<file path="config.mk">
export PLATFORM = sky130hd
export DESIGN_NAME = iova_walker
export DESIGN_NICKNAME = d
export VERILOG_FILES = /design/src/rtl/walk_pkg.sv /design/src/rtl/walk_addr_gen.sv /design/src/rtl/walk_entry_chk.sv /design/src/rtl/walk_fault_reg.sv /design/src/rtl/iova_walker.sv
export SDC_FILE = /design/constraint.sdc
export NUM_CORES = 1
export LEC_CHECK = 0
export BUFFER_PORTS_ARGS = -buffer_cell sky130_fd_sc_hd__clkbuf_2
export CORE_MARGIN = 1.5
export CORE_UTILIZATION = 50
export CTS_CLUSTER_DIAMETER = 120
export CTS_CLUSTER_SIZE = 25
export DETAILED_ROUTE_END_ITERATION = 8
export GPL_TIMING_DRIVEN = 0
export PLACE_DENSITY = 0.76
export SYNTH_ARGS = -nofsm -noshare
export SYNTH_HDL_FRONTEND = slang
export SYNTH_SLANG_ARGS = --single-unit
</file>
<file path="constraint.sdc">
create_clock -name clk -period 2.77 [get_ports clk]
set_clock_uncertainty 0.2 [all_clocks]
set_input_delay 0.6925 -clock clk [delete_from_list [all_inputs] [get_ports clk]]
set_output_delay 0.6925 -clock clk [all_outputs]
set_load 0.005 [all_outputs]
</file>
<file path="src/rtl/walk_pkg.sv">
package walk_pkg;

  typedef enum logic [1:0] {
    WS_IDLE = 2'd0,
    WS_DIR  = 2'd1,
    WS_PTE  = 2'd2,
    WS_HOLD = 2'd3
  } walk_state_e;

  typedef enum logic [1:0] {
    EO_NEXT   = 2'd0,
    EO_FAULT  = 2'd1,
    EO_BUSERR = 2'd2
  } entry_out_e;

  // Entry word bit positions that the walk decodes
  localparam int unsigned ENT_VALID_BIT = 0;
  localparam int unsigned ENT_RD_BIT    = 1;
  localparam int unsigned ENT_WR_BIT    = 2;
  localparam int unsigned ENT_ATTR_LSB  = 3;
  localparam int unsigned ENT_ATTR_W    = 6;
  localparam int unsigned ENT_FLAG_W    = 3;

endpackage

</file>
<file path="src/rtl/walk_addr_gen.sv">
module walk_addr_gen #(
  parameter int unsigned DIR_IDX_W = 10,
  parameter int unsigned TBL_IDX_W = 10,
  parameter int unsigned OFF_W     = 12,
  parameter int unsigned ENT_LOG2  = 2
) (
  input  logic [DIR_IDX_W+TBL_IDX_W+OFF_W-1:0] va,
  input  logic [DIR_IDX_W+TBL_IDX_W-1:0]       dir_page,
  input  logic [DIR_IDX_W+TBL_IDX_W-1:0]       tbl_page,
  output logic [DIR_IDX_W+TBL_IDX_W+OFF_W-1:0] dir_ent_addr,
  output logic [DIR_IDX_W+TBL_IDX_W+OFF_W-1:0] tbl_ent_addr
);
  localparam int unsigned VA_W = DIR_IDX_W + TBL_IDX_W + OFF_W;

  logic [VA_W-1:0] dir_off;
  logic [VA_W-1:0] tbl_off;

  always_comb begin
    dir_off      = VA_W'(va[VA_W-1 -: DIR_IDX_W]) << ENT_LOG2;
    tbl_off      = VA_W'(va[OFF_W +: TBL_IDX_W]) << ENT_LOG2;
    dir_ent_addr = {dir_page, {OFF_W{1'b0}}} + dir_off;
    tbl_ent_addr = {tbl_page, {OFF_W{1'b0}}} + tbl_off;
  end

endmodule

</file>
<file path="src/rtl/walk_entry_chk.sv">
module walk_entry_chk
  import walk_pkg::*;
(
  input  logic [ENT_FLAG_W-1:0] ent_flags,
  input  logic                  rd_err,
  input  logic                  leaf,
  input  logic                  is_write,
  output entry_out_e            outcome
);
  logic perm_ok;

  always_comb begin
    perm_ok = is_write ? ent_flags[ENT_WR_BIT] : ent_flags[ENT_RD_BIT];
    if (rd_err) begin
      outcome = EO_BUSERR;
    end else if (!ent_flags[ENT_VALID_BIT]) begin
      outcome = EO_FAULT;
    end else if (leaf && !perm_ok) begin
      outcome = EO_FAULT;
    end else begin
      outcome = EO_NEXT;
    end
  end

endmodule

</file>
<file path="src/rtl/walk_fault_reg.sv">
module walk_fault_reg #(
  parameter int unsigned VA_W = 32
) (
  input  logic            clk,
  input  logic            rst_n,
  input  logic            cap,
  input  logic [VA_W-1:0] cap_addr,
  input  logic            cap_write,
  input  logic            done,
  output logic            pending,
  output logic [VA_W-1:0] addr,
  output logic            write
);
  logic pend_d;

  always_comb begin
    pend_d = pending;
    if (cap) begin
      pend_d = 1'b1;
    end else if (done) begin
      pend_d = 1'b0;
    end
  end

  always_ff @(posedge clk or negedge rst_n) begin
    if (!rst_n) begin
      pending <= 1'b0;
    end else begin
      pending <= pend_d;
    end
  end

  always_ff @(posedge clk or negedge rst_n) begin
    if (!rst_n) begin
      addr  <= '0;
      write <= 1'b0;
    end else if (cap) begin
      addr  <= cap_addr;
      write <= cap_write;
    end
  end

  assert_fault_info_held_R6: assert property (@(posedge clk) disable iff (!rst_n)
    (pending && !cap) |=> ($stable(addr) && $stable(write)));

endmodule

</file>
<file path="src/rtl/iova_walker.sv">
module iova_walker
  import walk_pkg::*;
#(
  parameter int unsigned DIR_IDX_W = 10,
  parameter int unsigned TBL_IDX_W = 10,
  parameter int unsigned OFF_W     = 12,
  parameter int unsigned ENT_LOG2  = 2
) (
  input  logic                  clk,
  input  logic                  rst_n,
  input  logic                  paging_en,
  input  logic [31:0]           dir_base,
  input  logic                  req_valid,
  input  logic [31:0]           req_addr,
  input  logic                  req_write,
  output logic                  req_ready,
  output logic                  rsp_valid,
  output logic [31:0]           rsp_paddr,
  output logic [ENT_ATTR_W-1:0] rsp_attr,
  output logic                  rsp_fault,
  output logic                  rsp_buserr,
  output logic                  mem_req_valid,
  output logic [31:0]           mem_req_addr,
  input  logic                  mem_rsp_valid,
  input  logic [31:0]           mem_rsp_data,
  input  logic                  mem_rsp_err,
  output logic                  fault_pending,
  output logic [31:0]           fault_addr,
  output logic                  fault_write,
  input  logic                  fault_done,
  output logic                  bus_err_evt
);
  localparam int unsigned VA_W   = DIR_IDX_W + TBL_IDX_W + OFF_W;
  localparam int unsigned PAGE_W = VA_W - OFF_W;
  localparam int unsigned GAP_LSB = ENT_ATTR_LSB + ENT_ATTR_W;

  walk_state_e st_q, st_d;
  logic [VA_W-1:0] va_q;
  logic            wr_q;
  logic            accept;

  logic [VA_W-1:0] dir_ent_addr, tbl_ent_addr;
  entry_out_e      outcome;
  logic            cap;

  logic                  mrv_d;
  logic [VA_W-1:0]       mra_d;
  logic                  rv_d;
  logic [VA_W-1:0]       rpa_d;
  logic [ENT_ATTR_W-1:0] rat_d;
  logic                  rf_d, rb_d, be_d;

  logic unused_bits;
  assign unused_bits = ^{dir_base[OFF_W-1:0], mem_rsp_data[OFF_W-1:GAP_LSB]};

  assign req_ready = (st_q == WS_IDLE);
  assign accept    = req_ready && req_valid;

  walk_addr_gen #(
    .DIR_IDX_W(DIR_IDX_W), .TBL_IDX_W(TBL_IDX_W),
    .OFF_W(OFF_W), .ENT_LOG2(ENT_LOG2)
  ) u_addr (
    .va          ((st_q == WS_IDLE) ? req_addr : va_q),
    .dir_page    (dir_base[VA_W-1:OFF_W]),
    .tbl_page    (mem_rsp_data[VA_W-1:OFF_W]),
    .dir_ent_addr(dir_ent_addr),
    .tbl_ent_addr(tbl_ent_addr)
  );

  walk_entry_chk u_chk (
    .ent_flags(mem_rsp_data[ENT_FLAG_W-1:0]),
    .rd_err   (mem_rsp_err),
    .leaf     (st_q == WS_PTE),
    .is_write (wr_q),
    .outcome  (outcome)
  );

  walk_fault_reg #(.VA_W(VA_W)) u_fault (
    .clk      (clk),
    .rst_n    (rst_n),
    .cap      (cap),
    .cap_addr (va_q),
    .cap_write(wr_q),
    .done     (fault_done),
    .pending  (fault_pending),
    .addr     (fault_addr),
    .write    (fault_write)
  );

  // Next-state and output-load decode
  always_comb begin
    st_d  = st_q;
    mrv_d = 1'b0;
    mra_d = (st_q == WS_IDLE) ? dir_ent_addr : tbl_ent_addr;
    rv_d  = 1'b0;
    rpa_d = '0;
    rat_d = '0;
    rf_d  = 1'b0;
    rb_d  = 1'b0;
    be_d  = 1'b0;
    cap   = 1'b0;
    unique case (st_q)
      WS_IDLE: begin
        if (req_valid) begin
          if (!paging_en) begin
            rv_d  = 1'b1;
            rpa_d = req_addr;
          end else begin
            st_d  = WS_DIR;
            mrv_d = 1'b1;
          end
        end
      end
      WS_DIR, WS_PTE: begin
        if (mem_rsp_valid) begin
          unique case (outcome)
            EO_BUSERR: begin
              st_d = WS_IDLE;
              rv_d = 1'b1;
              rb_d = 1'b1;
              be_d = 1'b1;
            end
            EO_FAULT: begin
              st_d = WS_HOLD;
              cap  = 1'b1;
            end
            default: begin
              if (st_q == WS_DIR) begin
                st_d  = WS_PTE;
                mrv_d = 1'b1;
              end else begin
                st_d  = WS_IDLE;
                rv_d  = 1'b1;
                rpa_d = {mem_rsp_data[VA_W-1:OFF_W], va_q[OFF_W-1:0]};
                rat_d = mem_rsp_data[ENT_ATTR_LSB +: ENT_ATTR_W];
              end
            end
          endcase
        end
      end
      WS_HOLD: begin
        if (fault_done) begin
          st_d = WS_IDLE;
          rv_d = 1'b1;
          rf_d = 1'b1;
        end
      end
      default: st_d = WS_IDLE;
    endcase
  end

  // Control registers
  always_ff @(posedge clk or negedge rst_n) begin
    if (!rst_n) begin
      st_q          <= WS_IDLE;
      mem_req_valid <= 1'b0;
      rsp_valid     <= 1'b0;
      bus_err_evt   <= 1'b0;
    end else begin
      st_q          <= st_d;
      mem_req_valid <= mrv_d;
      rsp_valid     <= rv_d;
      bus_err_evt   <= be_d;
    end
  end

  // Request capture, enabled on acceptance
  always_ff @(posedge clk or negedge rst_n) begin
    if (!rst_n) begin
      va_q <= '0;
      wr_q <= 1'b0;
    end else if (accept) begin
      va_q <= req_addr;
      wr_q <= req_write;
    end
  end

  // Memory address, enabled when a read is issued
  always_ff @(posedge clk or negedge rst_n) begin
    if (!rst_n) begin
      mem_req_addr <= '0;
    end else if (mrv_d) begin
      mem_req_addr <= mra_d;
    end
  end

  // Response payload, enabled when a response is issued
  always_ff @(posedge clk or negedge rst_n) begin
    if (!rst_n) begin
      rsp_paddr  <= '0;
      rsp_attr   <= '0;
      rsp_fault  <= 1'b0;
      rsp_buserr <= 1'b0;
    end else if (rv_d) begin
      rsp_paddr  <= rpa_d;
      rsp_attr   <= rat_d;
      rsp_fault  <= rf_d;
      rsp_buserr <= rb_d;
    end
  end

  assert_passthrough_R2: assert property (@(posedge clk) disable iff (!rst_n)
    (accept && !paging_en) |=> (rsp_valid && rsp_paddr == $past(req_addr) && !mem_req_valid));

  assert_busy_not_ready_R10: assert property (@(posedge clk) disable iff (!rst_n)
    mem_req_valid |-> !req_ready);

  assert_hold_blocks_R8: assert property (@(posedge clk) disable iff (!rst_n)
    fault_pending |-> !req_ready);

  assert_fault_rsp_on_clear_R8: assert property (@(posedge clk) disable iff (!rst_n)
    $fell(fault_pending) |-> (rsp_valid && rsp_fault && !rsp_buserr));

  assert_buserr_event_R9: assert property (@(posedge clk) disable iff (!rst_n)
    bus_err_evt |-> (rsp_valid && rsp_buserr && !rsp_fault && !fault_pending));

endmodule

</file>
==> summary.txt <==
Route
  • WL final: between 15 and 20 mm
  • WL/cell: between 15 and 20 um
  • DRT Pass-1 Iters: 4
  • Drt drc: 0
  • Antenna-violating nets left: 0
  • Length of routed met2 wiring: around 7.6 mm
  • Highest metal used: met4
  • Routed vias: ~4300
  • Metal-1 WL: approximately 6.3 mm
  • Drt via density: around 5.2
  • Met3 WL post-DR: a little under 800 um
  • Initial detailed-routing violation count: between 150 and 200

Synth
  • Top post-synthesis cells by area: dfrtp_1 (56%), mux2_2 (22%), mux2_4 (7.5%)
  • Mapped cell area: 6370 sq um
  • Gate Count Post-Synth: between 400 and 500
  • Post-synthesis async set-or-reset flop share: between 90% and 100%
  • Leading area contributor after synthesis: dfrtp_1
  • Share of the synthesized area in the top cell type: a little under three fifths
  • Sequential share of the synthesized area: between 50% and 60%
  • EDFF count, synth: 0
  • Predominant post-synthesis flop cell: dfrtp_1
  • Synthesized flop and latch total: 142
  • Synth cell types: 36
  • Yosys warning count: 0
  • Mean Syn Cell Area: 15.2 sq um

Flow run
  • Number of max-cap violations: 0

STA
  • Setup TNS Final: 0 ns
  • Period utilisation layout: around 93%
  • Worst-Margin Slew: between 0.7 and 0.8 ns
  • RSZ-0062 raised after global routing: no
  • Final Setup Violations: 0
  • F_max: between 300 and 400 MHz
  • Slew Viols, Final: 0
  • Rel. slew slack: 52.6%
  • Final hold slack: around 0.052 ns
  • Fin crit period: ~2.6 ns
  • Hold Vio Cnt, Final: 0

Min path
  • Hold Crit Class: in -> async

Cells and area
  • # nets final: 744
  • Final Core Density: between 60% and 70%
  • Area growth from synthesis to layout: 29.2%
  • Layout cells sized above 1: a little under two thirds
  • Diode count: 0
  • Layout Cells excl Fill: 821

Global route
  • Global route overflow: 0
  • Number of global-route vias before repair: between 4000 and 5000
  • Initial antenna violation count: 0
  • First-pass GRT wire length: roughly 23 mm
  • Largest net degree at the start of global routing: 84
  • Total global-route track usage: between 20% and 30%

Pwr
  • Combinational share of power: 36.3%
  • Power per cell area: between 1000 and 1500 nW/um^2
  • P_leak: between 4 and 5 nW
  • Proportion of power drawn by flip-flops and latches: 38.9%
  • Switching portion of total power: 30.4%
  • Clock network power share: ~25%
  • Net switching power: 2.82 mW
  • P_int: between 6 and 7 mW
  • Worst ir drop on vdd: around 0.48 mV

Clock network
  • Root Driver: clkbuf_16
  • TritonCTS Buffers: 17
  • Clock transition at path regs: about 0.060 ns
  • CTS sink count: 142
  • Worst-Skew Late Latency: roughly 0.4 ns
  • CTS Buffer Depth: 2
  • CTS tree: built
  • CTS H-Tree Depth: 4

Worst setup path
  • CP Launch Type: register
  • Critical Path RT: 2.92 ns
  • Worst Setup End Kind: register
  • CP arrival: approximately 2.7 ns
  • Max FO, Critical Path: 10
  • Buffers plus inverters on the worst setup path: 2
  • Worst Path Class, Setup: reg -> reg
  • CP max stage delay: just over 0.6 ns
  • CP Cell Sequence: inv_1, ha_1, nand3b_1, a2111oi_4, buf_6, a22o_1, mux2_4
  • Top delay family on crit path: compound AO/OA/AOI/OAI gates
  • Slowest CP cell: a2111oi_4

Floorplanning
  • Core Box Area: 12500 sq um
  • IO Pins: between 200 and 250
  • Die X: between 100 and 150 um
  • Row count: slightly above 40
  • Die area: 13400 sq um
  • Initial core utilization: 50.9%
  • Die Height: roughly 120 um

Placement
  • DP Cell Count: approximately 790
  • Detailed placer's ending HPWL: 11.3 mm
  • Placer Congestion: roughly 0.84
  • PortBufs: 196

Run status
  • Status: finished clean
-- cell type report --
class | count | area (sq um)
Multi-Input combinational cell | 240 | 2620
Fill cell | 973 | 4280
Inverter | 13 | 48.8
Timing Repair Buffer | 197 | 1020
Buffer | 25 | 169
Sequential cell | 142 | 3550
Tap cell | 172 | 215
Clock inverter | 11 | 139
Clock buffer | 21 | 470
-- what timing repair did --
item	in CTS	in global routing
endpoints found under the setup margin	30	14
pin swaps	0	0
hold buffers	0	0
gates resized for setup	2	7
setup buffers	0	0
-- stage by stage --
| stage | worst slack (ns) | total power, mW | cell area [sq um] |
|---|---|---|---|
| floorplan | 0.514 | 5.62 | 6370 |
| global placement | -1.45 | 6.85 | 7570 |
| detailed placement | -0.252 | 7.02 | 7610 |
| CTS | 0.0864 | 9.37 | 8230 |
| global route | 0.0824 | 9.80 | 8230 |
| finish | 0.190 | 9.28 | 8230 |
-- placed cells by master, fill, tap and decap left out, drive strengths merged --
cell / n
clkbuf: 225
mux2: 159
dfrtp: 142
a22o: 32
buf: 18
inv: 13
nand2: 10
mux2i: 8
clkinv: 6
ha: 4
bufinv: 3
nor2: 3
nand2b: 2
a2111oi: 2
nand3b: 2
o21ai: 2
conb: 2
clkinvlp: 2
a211oi: 2
a21boi: 1
nor4b: 1
a22oi: 1
and3: 1
nor3: 1
nor2b: 1
a221oi: 1
o221ai: 1
o21a: 1
o22ai: 1
a21oi: 1
or4: 1
-- worst reg2reg max path, stage by stage, from the launching register on --
cell and delay (ns):
dfrtp_1 0.40, inv_1 0.08, ha_1 0.38, nand3b_1 0.25, a2111oi_4 0.62, buf_6 0.24
a22o_1 0.19, mux2_4 0.16
-- state kept, by name, indices dropped and copies added, names as in the netlist --
register / cells
u_fault.write: 1
st_q: 2
bus_err_evt: 1
mem_req_valid: 1
va_q: 32
u_fault.pending: 1
u_fault.addr: 32
rsp_fault: 1
rsp_attr: 6
wr_q: 1
rsp_buserr: 1
mem_req_addr: 30
rsp_paddr: 32
rsp_valid: 1
-- synthesized netlist by cell type, types with 2 or more instances --
cell type / number
buf_4: 3
a2111oi_4: 2
ha_1: 4
buf_2: 6
buf_6: 7
mux2_2: 124
nor2_1: 2
mux2i_1: 7
nand3b_1: 2
clkbuf_1: 8
nand2b_1: 2
dfrtp_1: 142
mux2_4: 32
mux2_1: 3
nand2_1: 10
a22o_1: 32
inv_1: 13
o21ai_0: 2
-- metal layers --
| layer | global-route usage (%) | up-vias |
|---|---|---|
| li1 | - | 1957 |
| met2 | 39.5 | 150 |
| met4 | 10.5 | 0 |
| met5 | 0 | - |
| met1 | 29.2 | 2138 |
| met3 | 5.33 | 26 |
-- power groups by stage --
stage               clock (mW)  combinational [mW]  sequential [mW]
finish                    2.31                3.37             3.61
CTS                       2.35                3.40             3.61
global route              2.44                3.64             3.72
detailed placement           0                3.39             3.63
floorplan                    0                2.05             3.58
global placement             0                3.28             3.57
-- cells by family after synthesis --
logic type               synth area share, %
adder cells (fa/ha/maj)                0.786
AO/OA/AOI/OAI                           6.80
flip-flops                              55.8
multiplexers                            31.4
buffers and inverters                   3.36
AND/OR/NAND/NOR                         1.77
other                                 0.0589
-- worst paths after layout --
path,cells after the start,endpoint,slack (ns),start
setup / recovery,7,rsp_paddr[25],0.19,st_q[0]
hold / removal,1,mem_req_addr[26],0.05,rst_n
setup reg to reg,7,rsp_paddr[25],0.19,st_q[0]
hold reg to reg,1,mem_req_addr[19],0.29,mem_req_addr[19]
max in group asynchronous,2,u_fault.addr[7],1.56,rst_n
min in group clk,1,mem_req_addr[19],0.29,mem_req_addr[19]
No activity file was read; power rests on OpenSTA's default activity.
